File: src/rtl/chan_cmp_pkg.sv
package chan_cmp_pkg;

  localparam int CNT_W  = 64;
  localparam int HALF_W = CNT_W / 2;

  typedef logic [CNT_W-1:0] cnt_t;

  typedef struct packed {
    logic narrow;
    logic setval;
    logic periodic;
    logic en;
  } chan_cfg_t;

  // counter has reached comparator: signed difference is non-negative
  function automatic logic has_reached(cnt_t cnt, cnt_t cmp, logic narrow);
    cnt_t d;
    d = cnt - cmp;
    return narrow ? ~d[HALF_W-1] : ~d[CNT_W-1];
  endfunction

  // comparator after one period step
  function automatic cnt_t next_cmp(cnt_t cmp, cnt_t per, logic narrow);
    cnt_t s;
    s = cmp + per;
    if (narrow) s[CNT_W-1:HALF_W] = '0;
    return s;
  endfunction

  // narrow one-shot: does the low half roll over before the match?
  function automatic logic wrap_before_match(logic [HALF_W-1:0] cnt_lo,
                                             logic [HALF_W-1:0] cmp_lo);
    logic [HALF_W-1:0] gap;
    logic [HALF_W-1:0] to_wrap;
    gap = cmp_lo - cnt_lo;
    if (gap[HALF_W-1]) gap = '0;
    to_wrap = ~cnt_lo;
    return to_wrap < gap;
  endfunction

  function automatic cnt_t low_half(cnt_t v);
    return {{HALF_W{1'b0}}, v[HALF_W-1:0]};
  endfunction

endpackage

File: src/rtl/chan_cmp_regs.sv
module chan_cmp_regs
  import chan_cmp_pkg::*;
#(
  parameter int CFG_W   = 9,
  parameter int EN_POS  = 2,
  parameter int PER_POS = 3,
  parameter int SET_POS = 6,
  parameter int NAR_POS = 8
) (
  input  logic              clk,
  input  logic              rst_n,
  input  logic              cfg_we_i,
  input  logic [CFG_W-1:0]  cfg_wdata_i,
  input  logic              lo_we_i,
  input  logic              hi_we_i,
  input  logic [HALF_W-1:0] wdata_i,
  input  logic              adv_i,
  output chan_cfg_t         cfg_o,
  output chan_cfg_t         cfg_nx_o,
  output cnt_t              cmp_o,
  output logic [HALF_W-1:0] cmp_nx_lo_o,
  output cnt_t              per_o,
  output logic              wr_o,
  output logic              arm_o,
  output logic              disarm_o
);

  chan_cfg_t cfg_q, cfg_d;
  cnt_t      cmp_q, cmp_d;
  cnt_t      per_q, per_d;
  logic [HALF_W-1:0] per_word;

  always_comb begin
    cfg_d    = cfg_q;
    cmp_d    = cmp_q;
    per_d    = per_q;
    per_word = wdata_i;
    if (cfg_q.narrow) per_word[HALF_W-1] = 1'b0;

    if (cfg_we_i) begin
      cfg_d.en       = cfg_wdata_i[EN_POS];
      cfg_d.periodic = cfg_wdata_i[PER_POS];
      cfg_d.setval   = cfg_wdata_i[SET_POS];
      cfg_d.narrow   = cfg_wdata_i[NAR_POS];
      if (cfg_d.narrow) begin
        cmp_d = low_half(cmp_q);
        per_d = low_half(per_q);
      end
    end else if (lo_we_i) begin
      if (!cfg_q.periodic || cfg_q.setval) cmp_d[HALF_W-1:0] = wdata_i;
      if (cfg_q.periodic) per_d[HALF_W-1:0] = per_word;
      cfg_d.setval = 1'b0;
    end else if (hi_we_i) begin
      if (!cfg_q.narrow) begin
        if (!cfg_q.periodic || cfg_q.setval) cmp_d[CNT_W-1:HALF_W] = wdata_i;
        else per_d[CNT_W-1:HALF_W] = {1'b0, wdata_i[HALF_W-2:0]};
      end
      cfg_d.setval = 1'b0;
    end else if (adv_i) begin
      cmp_d = next_cmp(cmp_q, per_q, cfg_q.narrow);
    end
  end

  always_ff @(posedge clk) begin
    if (!rst_n) begin
      cfg_q <= '0;
      cmp_q <= '1;
      per_q <= '0;
    end else begin
      cfg_q <= cfg_d;
      cmp_q <= cmp_d;
      per_q <= per_d;
    end
  end

  assign wr_o     = cfg_we_i | lo_we_i | hi_we_i;
  assign arm_o    = (cfg_we_i && !cfg_q.en && cfg_wdata_i[EN_POS]) ||
                    (!cfg_we_i && (lo_we_i || hi_we_i) && cfg_q.en);
  assign disarm_o = cfg_we_i && cfg_q.en && !cfg_wdata_i[EN_POS];

  assign cfg_o       = cfg_q;
  assign cfg_nx_o    = cfg_d;
  assign cmp_o       = cmp_q;
  assign cmp_nx_lo_o = cmp_d[HALF_W-1:0];
  assign per_o       = per_q;

  logic unused_cfg_bits;
  assign unused_cfg_bits = ^cfg_wdata_i;

  // periodic low write without set-value leaves comparator alone
  p_lo_keeps_cmp_r6: assert property (@(posedge clk) disable iff (!rst_n)
    (lo_we_i && !cfg_we_i && cfg_q.periodic && !cfg_q.setval) |=> $stable(cmp_q));

  // set-value is gone after any comparator write
  p_setval_clears_r7: assert property (@(posedge clk) disable iff (!rst_n)
    ((lo_we_i || hi_we_i) && !cfg_we_i) |=> !cfg_q.setval);

  // stored period never carries bit 63
  p_period_msb_r8: assert property (@(posedge clk) disable iff (!rst_n)
    !per_q[CNT_W-1]);

  // narrow mode keeps comparator and period upper halves clear
  p_narrow_upper_r9: assert property (@(posedge clk) disable iff (!rst_n)
    cfg_q.narrow |-> (cmp_q[CNT_W-1:HALF_W] == '0 && per_q[CNT_W-1:HALF_W] == '0));

endmodule

File: src/rtl/chan_cmp_match.sv
module chan_cmp_match
  import chan_cmp_pkg::*;
(
  input  logic              clk,
  input  logic              rst_n,
  input  cnt_t              count_i,
  input  logic              gbl_en_i,
  input  chan_cfg_t         cfg_i,
  input  chan_cfg_t         cfg_nx_i,
  input  cnt_t              cmp_i,
  input  logic [HALF_W-1:0] cmp_nx_lo_i,
  input  cnt_t              per_i,
  input  logic              wr_i,
  input  logic              arm_i,
  input  logic              disarm_i,
  output logic              fire_o,
  output logic              adv_o
);

  logic gbl_q, done_q, lag_q, wrap_q, fire_q;
  logic gbl_rise, active, settle, due, per_mode, still_due;
  logic match_hit, wrap_hit, arm_any;

  assign gbl_rise  = gbl_en_i & ~gbl_q;
  assign active    = gbl_en_i & cfg_i.en;
  assign settle    = wr_i | gbl_rise;
  assign due       = has_reached(count_i, cmp_i, cfg_i.narrow);
  assign per_mode  = cfg_i.periodic && (per_i != '0);
  assign still_due = has_reached(count_i, next_cmp(cmp_i, per_i, cfg_i.narrow), cfg_i.narrow);

  assign adv_o     = active & ~settle & per_mode & due;
  assign match_hit = active & ~settle & due & (per_mode ? ~lag_q : ~done_q);
  assign wrap_hit  = active & ~settle & cfg_i.narrow & ~cfg_i.periodic & wrap_q &
                     (&count_i[HALF_W-1:0]);
  assign arm_any   = arm_i | (gbl_rise & cfg_nx_i.en);

  always_ff @(posedge clk) begin
    if (!rst_n) begin
      gbl_q  <= 1'b0;
      done_q <= 1'b0;
      lag_q  <= 1'b0;
      wrap_q <= 1'b0;
      fire_q <= 1'b0;
    end else begin
      gbl_q  <= gbl_en_i;
      fire_q <= match_hit | wrap_hit;
      lag_q  <= adv_o & still_due;
      if (arm_any) done_q <= 1'b0;
      else if (match_hit & ~per_mode) done_q <= 1'b1;
      if (disarm_i) wrap_q <= 1'b0;
      else if (arm_any)
        wrap_q <= cfg_nx_i.narrow & ~cfg_nx_i.periodic &
                  wrap_before_match(count_i[HALF_W-1:0], cmp_nx_lo_i);
      else if (wrap_hit) wrap_q <= 1'b0;
    end
  end

  assign fire_o = fire_q;

  logic unused_setval;
  assign unused_setval = cfg_i.setval ^ cfg_nx_i.setval;

  // a strobe only follows a cycle with both enables high
  p_fire_needs_enable_r11: assert property (@(posedge clk) disable iff (!rst_n)
    fire_q |-> $past(gbl_en_i && cfg_i.en));

  // a write cycle is never followed by a strobe
  p_write_blocks_fire_r12: assert property (@(posedge clk) disable iff (!rst_n)
    wr_i |=> !fire_q);

  // catch-up steps after the first are silent
  p_catchup_quiet_r5: assert property (@(posedge clk) disable iff (!rst_n)
    (adv_o && lag_q) |=> !fire_q);

  // roll-over strobe only with narrow one-shot configuration
  p_wrap_mode_r10: assert property (@(posedge clk) disable iff (!rst_n)
    (fire_q && !$past(due)) |-> $past(cfg_i.narrow && !cfg_i.periodic));

endmodule

File: src/rtl/tmr_cmp_chan.sv
module tmr_cmp_chan
  import chan_cmp_pkg::*;
#(
  parameter int CFG_W   = 9,
  parameter int EN_POS  = 2,
  parameter int PER_POS = 3,
  parameter int SET_POS = 6,
  parameter int NAR_POS = 8
) (
  input  logic              clk,
  input  logic              rst_n,
  input  logic [CNT_W-1:0]  count_i,
  input  logic              gbl_en_i,
  input  logic              cfg_we_i,
  input  logic [CFG_W-1:0]  cfg_wdata_i,
  input  logic              cmp_lo_we_i,
  input  logic              cmp_hi_we_i,
  input  logic [HALF_W-1:0] cmp_wdata_i,
  output logic              fire_o,
  output logic [CNT_W-1:0]  cmp_o
);

  chan_cfg_t         cfg_q, cfg_nx;
  cnt_t              cmp_q, per_q;
  logic [HALF_W-1:0] cmp_nx_lo;
  logic              wr, arm, disarm, adv;

  chan_cmp_regs #(
    .CFG_W  (CFG_W),
    .EN_POS (EN_POS),
    .PER_POS(PER_POS),
    .SET_POS(SET_POS),
    .NAR_POS(NAR_POS)
  ) regs_i (
    .clk        (clk),
    .rst_n      (rst_n),
    .cfg_we_i   (cfg_we_i),
    .cfg_wdata_i(cfg_wdata_i),
    .lo_we_i    (cmp_lo_we_i),
    .hi_we_i    (cmp_hi_we_i),
    .wdata_i    (cmp_wdata_i),
    .adv_i      (adv),
    .cfg_o      (cfg_q),
    .cfg_nx_o   (cfg_nx),
    .cmp_o      (cmp_q),
    .cmp_nx_lo_o(cmp_nx_lo),
    .per_o      (per_q),
    .wr_o       (wr),
    .arm_o      (arm),
    .disarm_o   (disarm)
  );

  chan_cmp_match match_i (
    .clk        (clk),
    .rst_n      (rst_n),
    .count_i    (count_i),
    .gbl_en_i   (gbl_en_i),
    .cfg_i      (cfg_q),
    .cfg_nx_i   (cfg_nx),
    .cmp_i      (cmp_q),
    .cmp_nx_lo_i(cmp_nx_lo),
    .per_i      (per_q),
    .wr_i       (wr),
    .arm_i      (arm),
    .disarm_i   (disarm),
    .fire_o     (fire_o),
    .adv_o      (adv)
  );

  assign cmp_o = cmp_q;

endmodule

File: config.mk
export PLATFORM = sky130hd
export DESIGN_NAME = tmr_cmp_chan
export DESIGN_NICKNAME = d
export VERILOG_FILES = /design/src/rtl/chan_cmp_pkg.sv /design/src/rtl/chan_cmp_regs.sv /design/src/rtl/chan_cmp_match.sv /design/src/rtl/tmr_cmp_chan.sv
export SDC_FILE = /design/constraint.sdc
export NUM_CORES = 1
export LEC_CHECK = 0
export ABC_AREA = 1
export BUFFER_PORTS_ARGS = -buffer_cell sky130_fd_sc_hd__buf_4
export CAP_MARGIN = 20
export CORE_MARGIN = 8
export CORE_UTILIZATION = 25
export DETAILED_ROUTE_END_ITERATION = 12
export GPL_TIMING_DRIVEN = 1
export PLACE_DENSITY = 0.41
export SYNTH_ARGS = -nofsm -noshare
export SYNTH_HDL_FRONTEND = slang
export SYNTH_SLANG_ARGS = --single-unit
File: constraint.sdc
create_clock -name clk -period 6.54 [get_ports clk]
set_input_delay 0.327 -clock clk [delete_from_list [all_inputs] [get_ports clk]]
set_output_delay 0.327 -clock clk [all_outputs]
set_load 0.03 [all_outputs]
Yosys cells after proc, flatten, opt, wreduce, memory -nomap -nowiden
Index checks and enable logic that the tools add are counted.
{"block": "word_totals", "register_bits": 137, "in_bits": 111, "out_inout_bits": 65}
{"block": "classes", "n_bitwise": 35, "n_addsub": 4, "order_cmp": 1, "reduce_logical": 25, "n_mux": 34, "n_eq_ne": 6}
{"op": "32-bit two-way mux", "n": 17}
{"op": "64-bit two-way mux", "n": 5}
{"op": "64-bit subtractor", "n": 2}
{"op": "64-bit adder", "n": 1}
{"op": "64-bit nonzero test", "n": 1}
{"op": "32-bit less-than comparator", "n": 1}
{"op": "32-bit NOT", "n": 1}
{"op": "32-bit AND reduction", "n": 1}
{"op": "32-bit subtractor", "n": 1}
{"op": "31-bit two-way mux", "n": 1}
{"op": "1-bit bitwise AND", "n": 16}
{"op": "1-bit NOT", "n": 13}
{"op": "1-bit two-way mux", "n": 10}
{"op": "5-bit AND reduction", "n": 2}
{"op": "1-bit logical AND", "n": 7}
{"op": "2-bit inequality test (second input constant)", "n": 3}
{"op": "3-bit nonzero test", "n": 2}
{"op": "1-bit bitwise OR", "n": 5}
{"op": "1-bit zero test", "n": 4}
{"op": "2-bit nonzero test", "n": 2}
{"op": "2-bit OR reduction", "n": 2}
{"op": "1-bit logical OR", "n": 3}
{"op": "3-bit by 2-bit inequality test with 1-bit output (second input constant)", "n": 1}
{"op": "3-bit inequality test (second input constant)", "n": 1}
{"op": "other kinds (3)", "n": 3}

Depth between registers and ports, before layout
{"block": "logic_depth", "ltp_word": 19, "ltp_mapped": 54}

Cells and area by module
Synthesis repeated with hierarchy kept, for this count alone.
{"block": "unflattened", "hier_cells": 3760, "hier_area_um2": 21899.8}
{"module": "chan_cmp_regs", "instances": 1, "cells_each": 2052, "area_per_inst_um2": 11602.4}
{"module": "chan_cmp_match", "instances": 1, "cells_each": 1708, "area_per_inst_um2": 10297.4}

Worst setup path before layout
OpenSTA, ideal clock, no wires.
{"block": "synth_path", "path_kind": "register to register", "startpoint": "register regs_i.cmp_q[30], in the netlist regs_i.cmp_o[30]", "endpoint": "register match_i.wrap_q", "setup_slack_ns": 0.344, "arrival_ns": 6.074, "stages_incl_launch_ff": 49, "synth_period_minus_slack_ns": 6.196, "n_path_buf": 2, "required_time_ns": 6.418, "setup_ns": 0.122, "cell_sequence": "dfxtp_1 inv_1 ha_1 nand2_1 nor2_1 nor3b_2 and2b_1 nand2_1 nand2_2 nand2_1 nand3_1 nand3_2 nand3_2 buf_2 clkbuf_1 inv_1 o21ai_1 o211ai_1 [... 13 more ...] nand2_1 a21oi_2 o21ai_2 a21boi_2 o21ai_1 a21boi_2 o21bai_1 nand2_1 nand2_1 nand2_1 nand3_1 ha_1 nand2_1 or3_1 nor4_1 nand2_1 nand2_1 a21oi_2"}
{"block": "synth_via", "elab_chain_cells": 16}
{"item": "from (decl)", "line_no": "chan_cmp_regs.sv:29", "rtl": "cnt_t cmp_q, cmp_d;"}
{"item": "from (signal assigned)", "line_no": "chan_cmp_regs.sv:71", "rtl": "cmp_q <= cmp_d;"}
{"item": "64-bit subtractor", "line_no": "chan_cmp_pkg.sv:18", "rtl": "d = cnt - cmp;"}
{"item": "1-bit NOT", "line_no": "chan_cmp_pkg.sv:19", "rtl": "return narrow ? ~d[HALF_W-1] : ~d[CNT_W-1];"}
{"item": "1-bit two-way mux", "line_no": "chan_cmp_pkg.sv:19"}
{"item": "1-bit bitwise AND", "line_no": "chan_cmp_match.sv:31", "rtl": "assign adv_o = active & ~settle & per_mode & due;"}
{"item": "64-bit two-way mux", "line_no": "chan_cmp_regs.sv:59", "rtl": "end else if (adv_i) begin"}
{"item": "32-bit two-way mux", "line_no": "chan_cmp_regs.sv:53", "rtl": "end else if (hi_we_i) begin"}
{"item": "32-bit two-way mux", "line_no": "chan_cmp_regs.sv:49", "rtl": "end else if (lo_we_i) begin"}
{"item": "64-bit two-way mux *", "line_no": "chan_cmp_regs.sv:40", "rtl": "if (cfg_we_i) begin"}
{"item": "32-bit subtractor *", "line_no": "chan_cmp_pkg.sv:35", "rtl": "gap = cmp_lo - cnt_lo;"}
{"item": "31-bit two-way mux *", "line_no": "chan_cmp_pkg.sv:36", "rtl": "if (gap[HALF_W-1]) gap = '0;"}
{"item": "32-bit two-way mux *", "line_no": "chan_cmp_match.sv:51", "rtl": "else if (arm_any)"}
{"item": "32-bit two-way mux *", "line_no": "chan_cmp_match.sv:50", "rtl": "if (disarm_i) wrap_q <= 1'b0;"}
{"item": "32-bit two-way mux *", "line_no": "chan_cmp_match.sv:38", "rtl": "if (!rst_n) begin"}
{"item": "32-bit less-than comparator *", "line_no": "chan_cmp_pkg.sv:38", "rtl": "return to_wrap < gap;"}
{"item": "1-bit bitwise AND *", "line_no": "chan_cmp_match.sv:52", "rtl": "wrap_q <= cfg_nx_i.narrow & ~cfg_nx_i.periodic &"}
{"item": "1-bit two-way mux *", "line_no": "chan_cmp_match.sv:51"}
{"item": "to (signal assigned)", "line_no": "chan_cmp_match.sv:52"}
{"item": "to (decl)", "line_no": "chan_cmp_match.sv:20", "rtl": "logic gbl_q, done_q, lag_q, wrap_q, fire_q;"}
Every way passes the cells marked *; elsewhere a longest branch is shown, timed or not. The select of a mux whose other input is x is not followed.
A chain may end at the register's enable or synchronous reset.

Worst setup path in the final report
{"block": "layout_path", "startpoint": "register regs_i.cmp_q[38], in the netlist regs_i.cmp_o[38]", "endpoint": "register match_i.wrap_q"}
{"block": "layout_via", "elab_chain_cells": 16}
{"item": "64-bit subtractor", "line_no": "chan_cmp_pkg.sv:18"}
{"item": "1-bit NOT", "line_no": "chan_cmp_pkg.sv:19"}
{"item": "1-bit two-way mux", "line_no": "chan_cmp_pkg.sv:19"}
{"item": "1-bit bitwise AND", "line_no": "chan_cmp_match.sv:31"}
{"item": "64-bit two-way mux", "line_no": "chan_cmp_regs.sv:59"}
{"item": "32-bit two-way mux", "line_no": "chan_cmp_regs.sv:53"}
{"item": "32-bit two-way mux", "line_no": "chan_cmp_regs.sv:49"}
{"item": "64-bit two-way mux", "line_no": "chan_cmp_regs.sv:40"}
{"item": "32-bit subtractor", "line_no": "chan_cmp_pkg.sv:35"}
{"item": "31-bit two-way mux", "line_no": "chan_cmp_pkg.sv:36"}
{"item": "32-bit two-way mux", "line_no": "chan_cmp_match.sv:51"}
{"item": "32-bit two-way mux", "line_no": "chan_cmp_match.sv:50"}
{"item": "32-bit two-way mux", "line_no": "chan_cmp_match.sv:38"}
{"item": "32-bit less-than comparator", "line_no": "chan_cmp_pkg.sv:38"}
{"item": "1-bit bitwise AND", "line_no": "chan_cmp_match.sv:52"}
{"item": "1-bit two-way mux", "line_no": "chan_cmp_match.sv:51"}
No other way between the ends. The select of a mux whose other input is x is not followed.

==> flow_summary.ini <==
[run_status]
status = finished, final reports clean

[worst_setup_path]
slowest_stage = sky130_fd_sc_hd__fa_2
critical_path.startpoint_type = register
reg2reg_slack_ns = 0.25
crit_path_start = regs_i.cmp_o[38]
crit_family = simple AND/OR/NAND/NOR gates
worstRegToRegCells = 45
worst_ep_required_time_ns = 6.89
arrival_ns = 6.65
critical_path.reg2reg.startpoint = regs_i.cmp_o[38]
critical_path.endpoint_type = register
critPathMaxStageDelay_ns = 0.40
worstPathMaxFanout = 6
worstSetupPathType = register to register
worstSetupPathDepth = 45
cp_common_cell = sky130_fd_sc_hd__nand2_1
worst-path-buf-inv = 4

[final_layout]
fin_area_mm2 = 0.0203
num-nets-final = 3069
final-seq-area_mm2 = 0.00273
final_core_utilization_pct = 32.9
final_layout_size_suffix_gt1_share_pct = 22.3
area_delta_synth_final_pct = 30.3
leading_cell_type_in_the_layout_fill_and_taps_excluded = sky130_fd_sc_hd__nand2_1
fillers = 6776
area_of_the_multi_input_gates_mm2 = 0.0117
layout_common_cells = sky130_fd_sc_hd__nand2_1 (400), sky130_fd_sc_hd__buf_4 (397), sky130_fd_sc_hd__a21oi_1 (310)

[sta]
sum_neg_setup_slack_ns = 0
slew_violations = 0
report.final.setup_viol = 0
timing.slew.headroom_pct = 28.6
worst_slew_pin_slew_ns = 1.07
timing.final.crit_period_ns = 6.29
skew_ns = 0.0146
finalHoldViolations = 0
timing.final.crit_share_pct = 96.2
fmaxAchievable_mhz = 159
hold_slack_ns = 0.113
rsz0062_at_grt = true

[cts]
clkTransAtPathRegs_ns = 0.07
cts_made_buffers = 17
clock_tree_from_tritoncts = built
cts_htree_levels = 4
clockRootBuffer = sky130_fd_sc_hd__clkbuf_16
clock-sinks = 136
post_cts_hold_buffer_count = 0
clock_latency_ns = 0.48
cts-root-to-sink-buffers = 2

[synth]
mappedNetlistArea_mm2 = 0.0156
synth_cell_types = 65
synth_largest_type_area_fraction_pct = 19.9
post_synth_main_area_contributors = sky130_fd_sc_hd__ha_1 (20%), sky130_fd_sc_hd__dfxtp_1 (17%), sky130_fd_sc_hd__a21oi_1 (10%), sky130_fd_sc_hd__nand2_1 (9.9%), sky130_fd_sc_hd__inv_1 (7.0%)
synth_edf_count = 0
synth-warning-count = 0
syn_area_per_cell_um2 = 6.58
syn-num-nets = 2724
synth_largest_area_cell = sky130_fd_sc_hd__ha_1
most_instantiated_flip_flop_cell_in_the_synthesis_netlist = sky130_fd_sc_hd__dfxtp_1
postSynthRegisterBits = 136
synth_cells = 2363
synth-seq-area-share_pct = 17.5
synth-async-reset-ratio_pct = 0

[grt]
grt_max_degree = 77
grt_overflow_total = 0
gr-usage-all-layers_pct = 18.9
grt_pass1_vias = 17300
grt_first_pass_wirelength_mm = 102
antenna_found_initial = 2

[route]
detailedRoute.firstIterationViolations = 873
drc = 0
route.detailed.vias_per_inst = 4.80
routed_wirelength_mm = 67.9
detailedRoute.firstPassIterationCount = 6
wire_per_inst_um = 19.1
routed-via-count = 17100
highest_metal_used = met4
detail-route-antenna-nets = 0
routed_length_on_met2_mm = 32.8
route.met3.wl_mm = 2.19
route.layer.met1.wl_mm = 31.1

[power_and_ir_drop]
leakage_nw = 10.1
p_total_mw = 4.07
power_per_cell_area_mw_per_mm2 = 201
max-vdd-ir-drop_uv = 221

[worst_hold_path]
timing.hold.worst.class = input port to register
hold_path_origin = gbl_en_i
hold_path_depth = 3

[placed_design]
dp_hpwl_mm = 56.8
placedInstanceArea_mm2 = 0.0193
port_buffers = 170
globalplace.congestion = 0.876

[floorplanning]
design.portCount = 176
fp-row-count = 91
die_w_um = 265
die_area_mm2 = 0.0705
core_mm2 = 0.0616
die_height_um = 265
starting_density_of_the_core_pct = 25.3

[run]
drv.max_cap_violation_count = 0
[logic make-up (layout without fill, tap and decap cells)]
kind of cell             after synthesis  after routing  synth area share [%]
buffers and inverters                377            735                  9.19
flip-flops                           136            136                  17.5
AND/OR/NAND/NOR                      842            842                  24.2
XOR/XNOR                              40             40                  2.25
other                                  0              1                     0
AO/OA/AOI/OAI                        718            718                  26.7
adder cells (fa/ha/maj)              250            250                  20.2
[layout make-up]
type                    instances  area share, %
diodes                          1         0.0123
clock buffers                  17           2.10
clock inverters                15          0.753
inverters                     301           5.57
multi-input cells            1850           57.7
flip-flops and latches        136           13.5
well taps                     837           5.16
repair buffers                402           15.2
[per-layer routing]
metal,GRT usage [%],vias up
li1,-,8802
met5,0,-
met3,2.91,76
met2,33.2,283
met4,5.69,0
met1,23.5,7934
[worst paths after layout]
kind                      end
min             match_i.gbl_q
max            match_i.wrap_q
min reg2reg  regs_i.per_o[22]
max reg2reg    match_i.wrap_q
[worst register-to-register path, delay by kind of cell, from the launching register on]
family	cells	cell delay [ns]
adders and majority gates	4	1.17
buffers and inverters	4	0.31
AOI/OAI and AO/OA	14	1.80
DFF	1	0.33
and+or+nand+nor	23	2.54
[state kept, by name, summed over array words and instances, names as in the netlist]
| name | cells |
|---|---|
| match_i.done_q | 1 |
| match_i.fire_o | 1 |
| match_i.gbl_q | 1 |
| match_i.lag_q | 1 |
| match_i.wrap_q | 1 |
| regs_i.cfg_o | 4 |
| regs_i.cmp_o | 64 |
| regs_i.per_o | 63 |
[metrics by stage]
| stage | setup slack, ns | std cells |
|---|---|---|
| floorplan | 0.344 | 2363 |
| global placement | -0.133 | 3515 |
| detailed placement | -0.108 | 3515 |
| CTS | 0.0158 | 3548 |
| global route | -0.294 | 3558 |
| finish | 0.249 | 3559 |
[cell usage after synthesis (17+ instances only)]
| library cell | count |
|---|---|
| sky130_fd_sc_hd__ha_1 | 248 |
| sky130_fd_sc_hd__a22oi_1 | 23 |
| sky130_fd_sc_hd__clkbuf_1 | 58 |
| sky130_fd_sc_hd__xor2_1 | 23 |
| sky130_fd_sc_hd__nand2_1 | 412 |
| sky130_fd_sc_hd__or2_1 | 28 |
| sky130_fd_sc_hd__nor4_1 | 20 |
| sky130_fd_sc_hd__inv_1 | 290 |
| sky130_fd_sc_hd__o21ai_1 | 32 |
| sky130_fd_sc_hd__or2_2 | 30 |
| sky130_fd_sc_hd__a31oi_1 | 19 |
| sky130_fd_sc_hd__xnor2_1 | 17 |
| sky130_fd_sc_hd__nand3_1 | 111 |
| sky130_fd_sc_hd__o21ai_0 | 214 |
| sky130_fd_sc_hd__dfxtp_1 | 136 |
| sky130_fd_sc_hd__nand4_1 | 29 |
| sky130_fd_sc_hd__a21oi_1 | 321 |
| sky130_fd_sc_hd__nor2_1 | 151 |
[report_power, final]
group          internal, mW  switching [mW]  leakage (nW)  total (mW)
clock                 0.560           0.466         0.271        1.03
sequential            0.883          0.0338          1.12       0.916
combinational         0.835            1.29          8.75        2.12
total                  2.28            1.79          10.1        4.07
[repair_timing]
| action | 4_1_cts | 5_1_grt |
|---|---|---|
| gates resized for setup | 6 | 75 |
| endpoints found under the setup margin | 1 | 1 |
| pin swaps | 2 | 34 |
| buffers inserted | 1 | 9 |
No activity file was read; power rests on OpenSTA's default activity.
